$ cat src/rtl/mdio_mgmt_pkg.sv
package mdio_mgmt_pkg;
  localparam int FRAME_LEN  = 64;
  localparam int TA_FIRST   = 46;
  localparam int TA_LAST    = 47;
  localparam int DATA_FIRST = 48;

  localparam int OFF_STATUS = 'h0;
  localparam int OFF_CMD    = 'h8;
  localparam int OFF_DATA   = 'hC;

  localparam int BUSY_BIT  = 3;
  localparam int VALID_BIT = 31;
  localparam int OPW_BIT   = 1;
  localparam int OPR_BIT   = 2;
  localparam int WD_LSB    = 4;
  localparam int REG_LSB   = 20;
  localparam int PHY_LSB   = 25;
  localparam int ERR_LSB   = 16;

  typedef struct packed {
    logic        rd;
    logic [4:0]  phy;
    logic [4:0]  regad;
    logic [15:0] wdata;
  } mdio_cmd_t;
endpackage

$ cat src/rtl/mdio_mgmt_regs.sv
module mdio_mgmt_regs
  import mdio_mgmt_pkg::*;
#(
  parameter int ADDR_W = 4
) (
  input  logic              clk,
  input  logic              rst_n,
  input  logic [ADDR_W-1:0] reg_addr,
  input  logic              reg_wr_en,
  input  logic [31:0]       reg_wdata,
  output logic [31:0]       reg_rdata,
  input  logic              busy,
  input  logic              rd_done,
  input  logic [15:0]       rd_value,
  input  logic              rd_fail,
  output logic              start,
  output mdio_cmd_t         cmd
);
  logic [31:0] data_q;
  logic        op_ok;
  logic        hit_cmd;

  assign op_ok   = reg_wdata[OPW_BIT] ^ reg_wdata[OPR_BIT];
  assign hit_cmd = reg_wr_en && (reg_addr == ADDR_W'(OFF_CMD));
  assign start   = hit_cmd && reg_wdata[VALID_BIT] && op_ok && !busy;

  assign cmd.rd    = reg_wdata[OPR_BIT];
  assign cmd.phy   = reg_wdata[PHY_LSB +: 5];
  assign cmd.regad = reg_wdata[REG_LSB +: 5];
  assign cmd.wdata = reg_wdata[WD_LSB +: 16];

  always_ff @(posedge clk) begin
    if (!rst_n) begin
      data_q <= '0;
    end else if (rd_done) begin
      data_q <= {14'b0, {2{rd_fail}}, rd_value};
    end
  end

  always_comb begin
    reg_rdata = '0;
    if (reg_addr == ADDR_W'(OFF_STATUS)) begin
      reg_rdata[BUSY_BIT] = busy;
    end else if (reg_addr == ADDR_W'(OFF_DATA)) begin
      reg_rdata = data_q;
    end
  end


  busy_after_accept_chk: assert property (@(posedge clk) disable iff (!rst_n)
    start |=> busy);


  err_pair_chk: assert property (@(posedge clk) disable iff (!rst_n)
    data_q[ERR_LSB] == data_q[ERR_LSB+1]);


  data_hold_chk: assert property (@(posedge clk) disable iff (!rst_n)
    !rd_done |=> $stable(data_q));
endmodule

$ cat src/rtl/mdio_mdc_div.sv
module mdio_mdc_div #(
  parameter int DIV_HALF = 4
) (
  input  logic clk,
  input  logic rst_n,
  input  logic run,
  output logic mdc,
  output logic rise,
  output logic fall
);
  localparam int CW = (DIV_HALF > 1) ? $clog2(DIV_HALF) : 1;

  logic [CW-1:0] cnt;
  logic          mdc_q;
  logic          wrap;

  assign wrap = (cnt == CW'(DIV_HALF - 1));
  assign rise = run && wrap && !mdc_q;
  assign fall = run && wrap && mdc_q;
  assign mdc  = mdc_q;

  always_ff @(posedge clk) begin
    if (!rst_n) begin
      cnt   <= '0;
      mdc_q <= 1'b0;
    end else if (!run) begin
      cnt   <= '0;
      mdc_q <= 1'b0;
    end else if (wrap) begin
      cnt   <= '0;
      mdc_q <= ~mdc_q;
    end else begin
      cnt <= cnt + 1'b1;
    end
  end


  mdc_half_chk: assert property (@(posedge clk) disable iff (!rst_n)
    (run && !wrap) |=> (!run || $stable(mdc_q)));
endmodule

$ cat src/rtl/mdio_frame_engine.sv
module mdio_frame_engine
  import mdio_mgmt_pkg::*;
(
  input  logic        clk,
  input  logic        rst_n,
  input  logic        start,
  input  mdio_cmd_t   cmd,
  input  logic        rise,
  input  logic        fall,
  input  logic        mdc,
  input  logic        mdio_i,
  output logic        busy,
  output logic        mdio_o,
  output logic        mdio_oe,
  output logic        rd_done,
  output logic [15:0] rd_value,
  output logic        rd_fail
);
  localparam int IW = $clog2(FRAME_LEN);

  logic [FRAME_LEN-1:0] shreg;
  logic [IW-1:0]        bit_idx;
  logic [IW-1:0]        nxt_idx;
  logic                 busy_q;
  logic                 rd_q;
  logic                 ta_bad;
  logic [15:0]          rx_q;
  logic                 last_bit;
  logic [FRAME_LEN-1:0] frame;

  assign frame = {32'hFFFF_FFFF, 2'b01,
                  cmd.rd ? 2'b10 : 2'b01,
                  cmd.phy, cmd.regad,
                  cmd.rd ? 2'b11 : 2'b10,
                  cmd.rd ? 16'hFFFF : cmd.wdata};

  assign nxt_idx  = bit_idx + 1'b1;
  assign last_bit = (bit_idx == IW'(FRAME_LEN - 1));
  assign busy     = busy_q;
  assign rd_done  = busy_q && rd_q && fall && last_bit;
  assign rd_value = rx_q;
  assign rd_fail  = ta_bad;

  always_ff @(posedge clk) begin
    if (!rst_n) begin
      busy_q  <= 1'b0;
      rd_q    <= 1'b0;
      shreg   <= '0;
      bit_idx <= '0;
      mdio_o  <= 1'b0;
      mdio_oe <= 1'b0;
      ta_bad  <= 1'b0;
      rx_q    <= '0;
    end else if (!busy_q) begin
      if (start) begin
        busy_q  <= 1'b1;
        rd_q    <= cmd.rd;
        shreg   <= frame;
        bit_idx <= '0;
        mdio_o  <= frame[FRAME_LEN-1];
        mdio_oe <= 1'b1;
        ta_bad  <= 1'b0;
        rx_q    <= '0;
      end
    end else if (rise) begin
      if (rd_q && bit_idx == IW'(TA_LAST)) begin
        ta_bad <= mdio_i;
      end
      if (rd_q && bit_idx >= IW'(DATA_FIRST)) begin
        rx_q <= {rx_q[14:0], mdio_i};
      end
    end else if (fall) begin
      if (last_bit) begin
        busy_q  <= 1'b0;
        mdio_oe <= 1'b0;
        mdio_o  <= 1'b0;
      end else begin
        bit_idx <= nxt_idx;
        shreg   <= {shreg[FRAME_LEN-2:0], 1'b0};
        mdio_o  <= shreg[FRAME_LEN-2];
        mdio_oe <= !(rd_q && nxt_idx >= IW'(TA_FIRST));
      end
    end
  end


  idle_quiet_chk: assert property (@(posedge clk) disable iff (!rst_n)
    !busy_q |-> (!mdc && !mdio_oe));


  out_on_fall_chk: assert property (@(posedge clk) disable iff (!rst_n)
    (busy_q && $past(busy_q) && !$fell(mdc)) |-> $stable(mdio_o));


  rd_release_chk: assert property (@(posedge clk) disable iff (!rst_n)
    (busy_q && rd_q && bit_idx >= IW'(TA_FIRST)) |-> !mdio_oe);


  op_hold_chk: assert property (@(posedge clk) disable iff (!rst_n)
    (busy_q && $past(busy_q)) |-> $stable(rd_q));
endmodule

$ cat src/rtl/mdio_mgmt_master.sv
module mdio_mgmt_master
  import mdio_mgmt_pkg::*;
#(
  parameter int ADDR_W   = 4,
  parameter int DIV_HALF = 4
) (
  input  logic              clk,
  input  logic              rst_n,
  input  logic [ADDR_W-1:0] reg_addr,
  input  logic              reg_wr_en,
  input  logic [31:0]       reg_wdata,
  output logic [31:0]       reg_rdata,
  output logic              mdc,
  output logic              mdio_o,
  output logic              mdio_oe,
  input  logic              mdio_i
);
  logic        busy;
  logic        start;
  mdio_cmd_t   cmd;
  logic        rise;
  logic        fall;
  logic        rd_done;
  logic [15:0] rd_value;
  logic        rd_fail;

  mdio_mgmt_regs #(.ADDR_W(ADDR_W)) u_regs (
    .clk(clk), .rst_n(rst_n),
    .reg_addr(reg_addr), .reg_wr_en(reg_wr_en), .reg_wdata(reg_wdata),
    .reg_rdata(reg_rdata),
    .busy(busy), .rd_done(rd_done), .rd_value(rd_value), .rd_fail(rd_fail),
    .start(start), .cmd(cmd)
  );

  mdio_mdc_div #(.DIV_HALF(DIV_HALF)) u_div (
    .clk(clk), .rst_n(rst_n), .run(busy),
    .mdc(mdc), .rise(rise), .fall(fall)
  );

  mdio_frame_engine u_eng (
    .clk(clk), .rst_n(rst_n),
    .start(start), .cmd(cmd), .rise(rise), .fall(fall), .mdc(mdc),
    .mdio_i(mdio_i),
    .busy(busy), .mdio_o(mdio_o), .mdio_oe(mdio_oe),
    .rd_done(rd_done), .rd_value(rd_value), .rd_fail(rd_fail)
  );
endmodule

$ cat config.mk
export PLATFORM = sky130hd
export DESIGN_NAME = mdio_mgmt_master
export DESIGN_NICKNAME = d
export VERILOG_FILES = /design/src/rtl/mdio_mgmt_pkg.sv /design/src/rtl/mdio_mgmt_regs.sv /design/src/rtl/mdio_mdc_div.sv /design/src/rtl/mdio_frame_engine.sv /design/src/rtl/mdio_mgmt_master.sv
export SDC_FILE = /design/constraint.sdc
export NUM_CORES = 1
export LEC_CHECK = 0
export BUFFER_PORTS_ARGS = -buffer_cell sky130_fd_sc_hd__buf_4
export CORE_MARGIN = 2
export CORE_UTILIZATION = 45
export CTS_CLUSTER_DIAMETER = 150
export CTS_CLUSTER_SIZE = 40
export DETAILED_ROUTE_END_ITERATION = 6
export PLACE_DENSITY = 0.65
export SETUP_SLACK_MARGIN = 0.3
export SYNTH_ARGS = -nofsm -noshare
export SYNTH_HDL_FRONTEND = slang
export SYNTH_HIERARCHICAL = 1
export SYNTH_SLANG_ARGS = --single-unit
$ cat constraint.sdc
create_clock -name clk -period 2.25 [get_ports clk]
set_input_delay 0.225 -clock clk [delete_from_list [all_inputs] [get_ports clk]]
set_output_delay 0.225 -clock clk [all_outputs]
set_load 0.05 [all_outputs]
==> impl_metrics.toml, run 1 <==
[outcome]
outcome = "completed"

[clock_network]
cts.sinks = 110
clock_path_buffers = 2
clkLatencyLatePin_ns = 0.34
clk_pin_slew_ns = 0.08
hold_buffers = 0
root_buffer = "clkbuf_16"
cts_tree = "yes"
cts_buffers = 9
htreeDepth = 3

[yosys]
synth_cells = 569
ys_types = 48
synthFlopType = "dfxtp_1"
synth_sequential_area_ratio_pct = 42.0
synth_edf_count = 0
async_flop_share_pct = 0
synth.avg_cell_area_sq_um = 9.21
synth-seq-cells = 110
synth-warning-count = 6
synth_area_sq_um = 5240

[route]
drt_wl_total_microns = 10400
drc = 0
via_count = 3931
vias_per_cell = 5.21
ant_nets = 0
drt-initial-drc-count = 191
post_drt_wl_per_cell_microns = 13.8
first_pass_iters = 5

[global_routing]
met3_usage_pct = 3.43
grt_pass1_vias = 3593
antenna_found_initial = 0
grt_overflow = 0
grt_usage_pct = 15.8
grt_util_met2_pct = 26.4
grt_pass1_wl_microns = 16600
grt-busiest-layer = "met2"
use_met1_pct = 20.6
grt_max_degree = 58

[floorplanning]
core_area_sq_um = 11400
num_rows = 39
floorplan.initialDensity_pct = 46.1
fp.dieArea_sq_um = 12500
die_h_microns = 112
die_x_microns = 112
pin_count = 75

[setup_path]
crit_path_end_kind = "register"
reg2reg_depth = 9
worst_path_max_delay_cell = "dfxtp_4"
cp_max_fo = 5
worstPathArrival_ns = 2.32
required_ns = 2.50
max_stage_delay_ns = 0.35
critPathLaunchType = "register"
worstPathCellList = "or3_4 -> nor3_4 -> nand2b_4 -> a32oi_4 -> buf_12 -> buf_8 -> buf_6 -> nand2_4 -> o31ai_2"
critPathKind = "register to register"

[cells_and_area]
final_nets = 651
layout-drive-gt1-share_pct = 26.3
fillers = 988
syn_to_final_growth_pct = 21.7
n_antenna_cell = 0

[power]
p_total_mw = 3.66
p_per_area_nw_per_um2 = 574
p_leak_nw = 2.39
ir_worst_vdd_v = 0.000326

[timing]
maxSlewHeadroom_pct = 45.4
period_share_pct = 91.9
finalMaxSlewViolations = 0
hold_viol = 0
worst_pin_slew_ns = 0.818
setup_violations = 0
fmax_mhz = 484
rsz0062_at_grt = "true"
tns_ns = 0
final.min_clock_period_ns = 2.07
skew_ns = 0.0105

[place]
dp_hpwl_microns = 6010
place.gp.congestion = 0.764
io_buffers = 57

[flow_run]
cap_violations = 0

[min_path]
worstHoldPathType = "input pin to register"
min_path_cells = 3
-- cell usage after synthesis, drive strengths merged, types with 3 or more instances --
master,count,area [sq um]
a211oi,12,95.1
a21oi,9,48.8
a311oi,50,438
and2,33,206
and3,3,21.3
buf,64,522
clkbuf,19,71.3
dfxtp,110,2200
ha,3,37.5
inv,38,143
mux2i,57,571
nand2,15,56.3
nand2b,5,31.3
nand3,6,30.0
nand3b,5,41.3
nor2,85,319
nor2b,17,106
nor3,3,15.0
o21ai,5,25.0
or3,4,25.0
-- per-stage QoR --
stage	setup slack, ns	cell area [sq um]	cells	utilization, %	hold WS (ns)
after floorplan	0.216	5310	582	-	0.353
after global placement	0.122	5530	716	48.7	0.415
after detailed placement	0.0441	5530	716	48.7	0.435
after global routing	0.0825	6380	755	56.1	0.246
after CTS	0.210	5890	735	51.8	0.229
final	0.182	6380	755	56.1	0.237
-- sequential cells by signal, indices dropped and copies added (netlist names) --
register	cells
u_div/mdc	1
u_eng/mdio_oe	1
u_eng/mdio_o	1
u_regs/data_q	17
u_eng/busy	1
u_eng/shreg	63
u_eng/rd_value	16
u_eng/rd_fail	1
u_div/cnt	2
u_eng/bit_idx	6
u_eng/rd_q	1
-- power breakdown --
part,internal (mW),switching (mW)
Combinational,0.0857,0.135
Sequential,1.95,0.00570
Clock,0.755,0.723
-- routing by layer --
layer	vias up	wire (microns)
li1	1987	-
met1	1855	4920
met2	81	4980
met3	8	427
met4	0	109
met5	-	0
-- repair_timing --
item	4_1_cts	5_1_grt
gates cloned	1	8
endpoints found under the hold margin	0	0
resized for setup	8	56
buffers inserted	3	12
endpoints found under the setup margin	68	100
pin swaps	2	46
-- cell families after synthesis --
logic type,after synthesis,share of synthesized area (%)
AOI/OAI and AO/OA,92,14.4
buffers and inverters,121,14.0
adders and majority gates,3,0.716
xor gates and xnor gates,2,0.334
DFF,110,42.0
and+or+nand+nor,182,17.3
other,1,0.0715
muxes,58,11.1
-- final timing paths --
| path | from | to | slack (ns) |
|---|---|---|---|
| hold / removal | reg_wdata[7] | u_eng/shreg[3]$_SDFFE_PN0P_ | 0.24 |
| hold reg to reg | u_div/cnt[0]$_SDFF_PP0_ | u_div/cnt[0]$_SDFF_PP0_ | 0.44 |
| setup / recovery | u_eng/busy$_SDFF_PN0_ | u_eng/bit_idx[0]$_SDFFE_PN0P_ | 0.18 |
| setup reg to reg | u_eng/busy$_SDFF_PN0_ | u_eng/bit_idx[0]$_SDFFE_PN0P_ | 0.18 |
-- placed cells by master, fill, tap and decap left out, types with 4 or more instances in the layout --
cell type    n
a211oi_2    11
a21oi_1      6
a311oi_1    48
and2_1      33
buf_12       9
buf_4       69
buf_6        9
clkbuf_16   16
conb_1      14
dfxtp_1    108
inv_1       37
mux2i_1     57
nand2_1     14
nand2b_1     4
nand3_1      6
nand3b_1     4
nor2_1      73
nor2_2       8
nor2_4       4
nor2b_1     17
o21ai_0      5
-- layout make-up --
cell class / count / area, sq um / share of cell area (%)
timing repair buffer: 98 / 1040 / 16.3
tap: 143 / 179 / 2.81
multi-input combinational: 351 / 2540 / 39.8
inverter: 38 / 143 / 2.24
clock buffer: 9 / 225 / 3.53
clock inverter: 6 / 47.5 / 0.746
sequential: 110 / 2210 / 34.6
-- critical path, delay by kind of cell, from the launching register on --
| kind | cells | cell delay (ns) |
|---|---|---|
| AO/OA/AOI/OAI | 2 | 0.48 |
| buffers and inverters | 3 | 0.38 |
| flip-flops | 1 | 0.35 |
| AND/OR/NAND/NOR | 4 | 0.74 |
No activity file was read; power rests on OpenSTA's default activity.
==> inputs of run 2 (changes only) <==
--- a/config.mk
+++ b/config.mk
@@ -6,12 +6,14 @@
 export NUM_CORES = 1
 export LEC_CHECK = 0
 export BUFFER_PORTS_ARGS = -buffer_cell sky130_fd_sc_hd__buf_4
+export CELL_PAD_IN_SITES_DETAIL_PLACEMENT = 1
+export CELL_PAD_IN_SITES_GLOBAL_PLACEMENT = 2
 export CORE_MARGIN = 2
-export CORE_UTILIZATION = 45
+export CORE_UTILIZATION = 35
 export CTS_CLUSTER_DIAMETER = 150
 export CTS_CLUSTER_SIZE = 40
 export DETAILED_ROUTE_END_ITERATION = 6
-export PLACE_DENSITY = 0.65
+export PLACE_DENSITY_LB_ADDON = 0.1
 export SETUP_SLACK_MARGIN = 0.3
 export SYNTH_ARGS = -nofsm -noshare
 export SYNTH_HDL_FRONTEND = slang
==> constraint.sdc (replaced) <==
create_clock -name clk -period 2.25 [get_ports clk]
set_input_delay 0 -clock clk [delete_from_list [all_inputs] [get_ports clk]]
set_output_delay 0 -clock clk [all_outputs]
set_load 0.05 [all_outputs]
==> run 2 against run 1 <==
  * Clock skew down 0.0024 ns
  * Hold slack worse by 0.23 ns
  * Final cell count up 6.6%
  * Worst setup slack better by 0.057 ns
  * Sequential power about the same
  * Largest cell class unchanged
  * Clock power up 20%
  * Fmax up 2.8%
  * Non-clock buffer count up 8
==> impl_metrics.toml, run 2 (synthesized netlist as in run 1, its figures left out) <==
[outcome]
outcome = "completed"

[timing]
worst_pin_slew_ns = 0.539
fin_hold_ws_ns = 0.0106
skew_ns = 0.00815
final.min_clock_period_ns = 2.01
maxSlewHeadroom_pct = 64.0
period_share_pct = 89.4
rsz0062_at_grt = "true"
finalMaxSlewViolations = 0
hold_viol = 0
setup_violations = 0
tns_ns = 0
fmax_mhz = 497

[cells_and_area]
final_cell_mix = "dfxtp_1, nor2_1, buf_4"
n_antenna_cell = 0
final_util_pct = 44.6
fin_cells = 805
largest_reg_flops = 63
final_nets = 659
layout-drive-gt1-share_pct = 23.5
syn_to_final_growth_pct = 24.1
final_common_cell = "dfxtp_1"
top_register = "u_eng/shreg"

[setup_path]
worstPathCellList = "or3_4 -> nor3_4 -> nand2b_1 -> a32oi_4 -> buf_4 -> buf_6 -> buf_16 -> nor2_1 -> a311oi_1"
crit_end = "u_eng/shreg[30]$_SDFFE_PN0P_"
required_ns = 2.51
path_depth = 9
critical-path-top-delay-family = "simple AND/OR/NAND/NOR gates"
reg2reg_depth = 9
critPathLaunchType = "register"
worst-path-buf-inv = 3
worst_path_max_delay_cell = "dfxtp_4"
crit_path_end_kind = "register"
rrSetupSlack_ns = 0.24
reg2reg_to = "u_eng/shreg[30]$_SDFFE_PN0P_"
cp-startpoint = "u_eng/busy$_SDFF_PN0_"
reg2reg_from = "u_eng/busy$_SDFF_PN0_"
cp_max_fo = 6
max_stage_delay_ns = 0.34
worstPathArrival_ns = 2.27
critPathKind = "register to register"

[power]
p_seq_share_pct = 49.2
p_per_area_nw_per_um2 = 612
power.switching_uw = 886
internal_power_mw = 3.09
p_comb_share_pct = 5.9
p_total_mw = 3.98
swShare_pct = 22.3
ir_worst_vdd_v = 0.000415
p_leak_nw = 2.37
p_clk_share_pct = 44.8

[route]
ant_nets = 0
via_count = 3992
drt_wl_total_microns = 12100
post_drt_wl_per_cell_microns = 15.0
first_pass_iters = 4
vias_per_cell = 4.96
drt-initial-drc-count = 154
drc = 0

[place]
placedCellCount = 757
io_buffers = 57
dp_hpwl_microns = 6970
place.gp.congestion = 0.782

[clock_network]
htreeDepth = 3
cts.sinks = 110
clk_pin_slew_ns = 0.07
cts_tree = "yes"
root_buffer = "clkbuf_16"
clkLatencyLatePin_ns = 0.36
cts_buffers = 9
clock_path_buffers = 2

[floorplanning]
core_area_sq_um = 14600
pin_count = 75
floorplan.initialDensity_pct = 35.9
fp.dieArea_sq_um = 16000
die_h_microns = 126
num_rows = 44
die_x_microns = 126

[global_routing]
grt_overflow = 0
grt_pass1_wl_microns = 20300
grt_pass1_vias = 4095
antenna_found_initial = 0
grt_usage_pct = 15.5
grt_max_degree = 56

[flow_run]
cap_violations = 0

[min_path]
worstHoldPathType = "input pin to register"
## run 2: changes by cell type in the layout (fill, tap and decap cells not counted), sizes merged
cell,previous run,this run
dlygate4sd3,0,13
inv,40,39
clkinv,3,0
buf,91,90
clkbuf,16,15
bufinv,0,2
## run 2: power groups by stage
| stage | Combinational [mW] | Sequential (mW) | Clock (mW) |
|---|---|---|---|
| 3_5_place_dp | 0.206 | 2.00 | 0 |
| 5_1_grt | 0.258 | 1.96 | 1.92 |
| 4_1_cts | 0.233 | 1.96 | 1.85 |
| 2_1_floorplan | 0.180 | 2.01 | 0 |
| 6_report | 0.237 | 1.96 | 1.78 |
| 3_3_place_gp | 0.203 | 2.00 | 0 |
## run 2: layout make-up
type / count / area, sq um
flip-flops and latches: 110 / 2210
well taps: 184 / 230
repair buffers: 106 / 1110
fillers: 1612 / 8080
multi-input cells: 351 / 2480
clock inverters: 4 / 76.3
clock buffers: 12 / 256
inverters: 38 / 143
## run 2: layer usage
layer  wire length [microns]  vias to the layer above  global-route usage (%)
met5                       0                        -                       0
met4                     146                        0                    4.46
met3                     510                        8                    3.80
met2                    5800                       73                    26.9
met1                    5620                     1909                    19.1
li1                        -                     2002                       -
## run 2: worst min path at each step
stage / from / end / slack [ns] / depth (start not counted)
finish: reg_wdata[12] / u_eng/shreg[8]$_SDFFE_PN0P_ / 0.01 / 3
global route: reg_wdata[19] / u_eng/shreg[15]$_SDFFE_PN0P_ / 0.01 / 3
CTS: reg_wdata[18] / u_eng/shreg[14]$_SDFFE_PN0P_ / 0.0004 / 3
detailed placement: reg_addr[0] / reg_rdata[3] / 0.30 / 3
global placement: reg_addr[0] / reg_rdata[3] / 0.30 / 3
floorplan: reg_addr[0] / reg_rdata[3] / 0.09 / 1
## run 2: worst min-delay path, cell delays in order
cell and delay, ns:
buf_4 0.11, mux2i_1 0.12, a311oi_1 0.10
## run 2: through the flow
| stage | worst slack, ns | cell area (sq um) |
|---|---|---|
| 2_1_floorplan | 0.216 | 5310 |
| 3_5_place_dp | 0.0762 | 5570 |
| 5_1_grt | 0.101 | 6500 |
| 3_3_place_gp | 0.151 | 5570 |
| 6_report | 0.239 | 6500 |
| 4_1_cts | 0.220 | 6310 |
## run 2: what timing repair did
| action | 4_1_cts | 5_1_grt |
|---|---|---|
| endpoints found under the hold margin | 13 | 0 |
| pin swaps | 21 | 32 |
| setup buffers | 8 | 3 |
| setup endpoints to repair | 77 | 84 |
| resized for setup | 22 | 24 |
| hold buffers | 13 | 0 |
| gates cloned | 5 | 3 |
==> inputs of run 3 (changes only) <==
--- a/config.mk
+++ b/config.mk
@@ -5,11 +5,12 @@
 export SDC_FILE = /design/constraint.sdc
 export NUM_CORES = 1
 export LEC_CHECK = 0
+export ABC_AREA = 1
 export BUFFER_PORTS_ARGS = -buffer_cell sky130_fd_sc_hd__buf_4
 export CELL_PAD_IN_SITES_DETAIL_PLACEMENT = 1
 export CELL_PAD_IN_SITES_GLOBAL_PLACEMENT = 2
 export CORE_MARGIN = 2
-export CORE_UTILIZATION = 35
+export CORE_UTILIZATION = 29
 export CTS_CLUSTER_DIAMETER = 150
 export CTS_CLUSTER_SIZE = 40
 export DETAILED_ROUTE_END_ITERATION = 6
==> constraint.sdc (replaced) <==
create_clock -name clk -period 1.6 [get_ports clk]
set_input_delay 0 -clock clk [delete_from_list [all_inputs] [get_ports clk]]
set_output_delay 0 -clock clk [all_outputs]
set_load 0.05 [all_outputs]
==> run 3 against run 2 <==
  * Final cell count up 21%
  * Synthesized area down 4.7%
  * Clock power up 17%
  * Largest power group unchanged
  * Register-to-register slack worse by 0.23 ns
  * Sequential power up 40%
  * Clock skew up 0.0021 ns
  * Highest routed layer unchanged
==> impl_metrics.toml, run 3 <==
[place]
dp_hpwl_microns = 8470
place.gp.congestion = 0.749
placedCellCount = 932
io_buffers = 57

[setup_path]
worstPathCellList = "ha_4 -> nand2_4 -> nor2_4 -> nor2_4 -> nand2_2 -> nand2_2 -> nand2_4 -> clkinv_8 -> clkbuf_16 -> o211ai_1 -> nor2_1"
required_ns = 1.84
crit_path_end_kind = "register"
reg2reg_to = "u_eng/shreg[28]$_SDFFE_PN0P_"
worst_path_max_delay_cell = "dfxtp_2"
rrSetupSlack_ns = 0.009
critPathLaunchType = "register"
cp_max_fo = 8
reg2reg_from = "u_div/cnt[0]$_SDFF_PP0_"
worstPathArrival_ns = 1.84
critPathKind = "register to register"
max_stage_delay_ns = 0.35
reg2reg_depth = 11

[power]
ir_worst_vdd_v = 0.000469
p_leak_nw = 2.75
p_per_area_nw_per_um2 = 754

[yosys]
synthFlopType = "dfxtp_1"
yosysMostFrequentCell = "nand2_1"
synth_area_sq_um = 5000
synth_top_area_cell = "dfxtp_1"
synth_sequential_area_ratio_pct = 44.1
ys_types = 31
synth-seq-cells = 110
synth.avg_cell_area_sq_um = 7.27
synth_cells = 687
synth-warning-count = 6
async_flop_share_pct = 0
synth_top_area_share_pct = 44.1
synth_edf_count = 0
ys_top_cells_by_area = "dfxtp_1, nand2_1, nor2_1, buf_4, o21ai_0"
synth.top_cells.by_count = "nand2_1, nor2_1, dfxtp_1"

[min_path]
worstHoldEndpoint = "u_eng/shreg[22]$_SDFFE_PN0P_"
holdCritStartpoint = "reg_wdata[24]"
min_path_cells = 4
worstHoldPathType = "input pin to register"

[clock_network]
htreeDepth = 3
root_buffer = "clkbuf_16"
cts.sinks = 110
clock_path_buffers = 2
cts_tree = "yes"
cts_buffers = 9
clk_pin_slew_ns = 0.07
clkLatencyLatePin_ns = 0.35

[timing]
skew_ns = 0.0103
hold_viol = 0
fin_hold_ws_ns = 0.00761
final.min_clock_period_ns = 1.59
maxSlewHeadroom_pct = 65.1
worst_pin_slew_ns = 0.524
fmax_mhz = 629
setup_violations = 0
finalMaxSlewViolations = 0
period_share_pct = 99.4
rsz0062_at_grt = "true"

[cells_and_area]
n_antenna_cell = 0
fin_cells = 974
top_register = "u_eng/shreg"
final_cell_mix = "nand2_1, dfxtp_1, buf_4"
fillers = 1984
final_nets = 793
multi_input_area_sq_um = 2710
syn_to_final_growth_pct = 37.1
largest_reg_flops = 63
layout-drive-gt1-share_pct = 35.5
final_common_cell = "nand2_1"
regArea_sq_um = 2220

[floorplanning]
core_area_sq_um = 16700
pin_count = 75
die_x_microns = 135
die_h_microns = 135
num_rows = 47
fp.dieArea_sq_um = 18300
floorplan.initialDensity_pct = 29.9

[global_routing]
grt_usage_pct = 14.6
grt_overflow = 0
antenna_found_initial = 0
grt_pass1_wl_microns = 21500
grt_pass1_vias = 4521
grt_max_degree = 34

[route]
vias_per_cell = 4.63
drt-met1-wl_microns = 6270
drt-initial-drc-count = 84
ant_nets = 0
met3WireLength_microns = 416
via_count = 4505
drc = 0
drt_wl_total_microns = 13700
post_drt_wl_per_cell_microns = 14.1
wl_met2_microns = 6870
highest_layer = "met4"
first_pass_iters = 4

[outcome]
outcome = "completed"

[flow_run]
cap_violations = 0
## run 3: critical path: cells and delay by family (launching register included)
kind            cells  cell delay [ns]
buf+inv             2             0.28
fa+ha+maj           1             0.17
simple gates        7             0.51
compound gates      1             0.18
flops               1             0.35
## run 3: kinds of logic after synthesis
family          count (synthesis)  synth area share, %
compound gates                131                 14.4
simple gates                  325                 27.1
other cells                     1               0.0751
flops                         110                 44.1
fa+ha+maj                       3                0.751
buf+inv                       117                 13.6
## run 3: report_power, final
group / internal, mW / switching [mW] / total (mW)
Combinational: 0.123 / 0.215 / 0.337
Clock: 1.05 / 1.03 / 2.08
Sequential: 2.74 / 0.00788 / 2.75
Total: 3.92 / 1.25 / 5.17
## run 3: area by class of cell
class | instances | area share, %
Inverter | 37 | 2.58
Timing Repair inverter | 1 | 0.128
Timing Repair Buffer | 117 | 17.5
Sequential cell | 110 | 32.4
Multi-Input combinational cell | 474 | 39.6
Tap cell | 220 | 4.02
Clock inverter | 5 | 0.530
Clock buffer | 10 | 3.34
## run 3: what timing repair did
action	CTS	global route
endpoints found under the setup margin	106	107
hold buffers	9	0
endpoints found under the hold margin	10	0
pin swaps	3	70
buffers inserted	3	5
resized for setup	42	163
cloned	2	8
## run 3: metrics by stage
stage / setup TNS (ns) / setup slack, ns / area [sq um] / utilization (%) / power, mW
final: 0 / 0.00896 / 6850 / 41.0 / 5.17
after global routing: -2.38 / -0.0710 / 6850 / 41.0 / 5.41
after CTS: -0.00333 / -0.00333 / 6190 / 37.1 / 5.25
after detailed placement: -0.618 / -0.0740 / 5620 / 33.6 / 3.11
after global placement: 0 / 0.0206 / 5620 / 33.6 / 3.10
after floorplan: 0 / 0.0747 / 5140 / - / 3.05
## run 3: layer usage
layer  up-vias  GRT usage [%]
li1       2276              -
met1      2162           17.4
met2        60           26.5
met3         7           2.77
met4         0           4.28
met5         -              0
## run 3: worst max-delay path by stage
| stage | start | endpoint | slack, ns |
|---|---|---|---|
| floorplan | u_eng/bit_idx[1]$_SDFFE_PN0P_ | u_eng/shreg[25]$_SDFFE_PN0P_ | 0.07 |
| global placement | u_div/cnt[0]$_SDFF_PP0_ | u_eng/shreg[34]$_SDFFE_PN0P_ | 0.02 |
| detailed placement | u_div/cnt[0]$_SDFF_PP0_ | u_eng/shreg[34]$_SDFFE_PN0P_ | -0.07 |
| CTS | u_eng/busy$_SDFF_PN0_ | u_eng/bit_idx[5]$_SDFFE_PN0P_ | -0.003 |
| global route | u_div/cnt[0]$_SDFF_PP0_ | u_eng/shreg[28]$_SDFFE_PN0P_ | -0.07 |
| finish | u_div/cnt[0]$_SDFF_PP0_ | u_eng/shreg[28]$_SDFFE_PN0P_ | 0.009 |
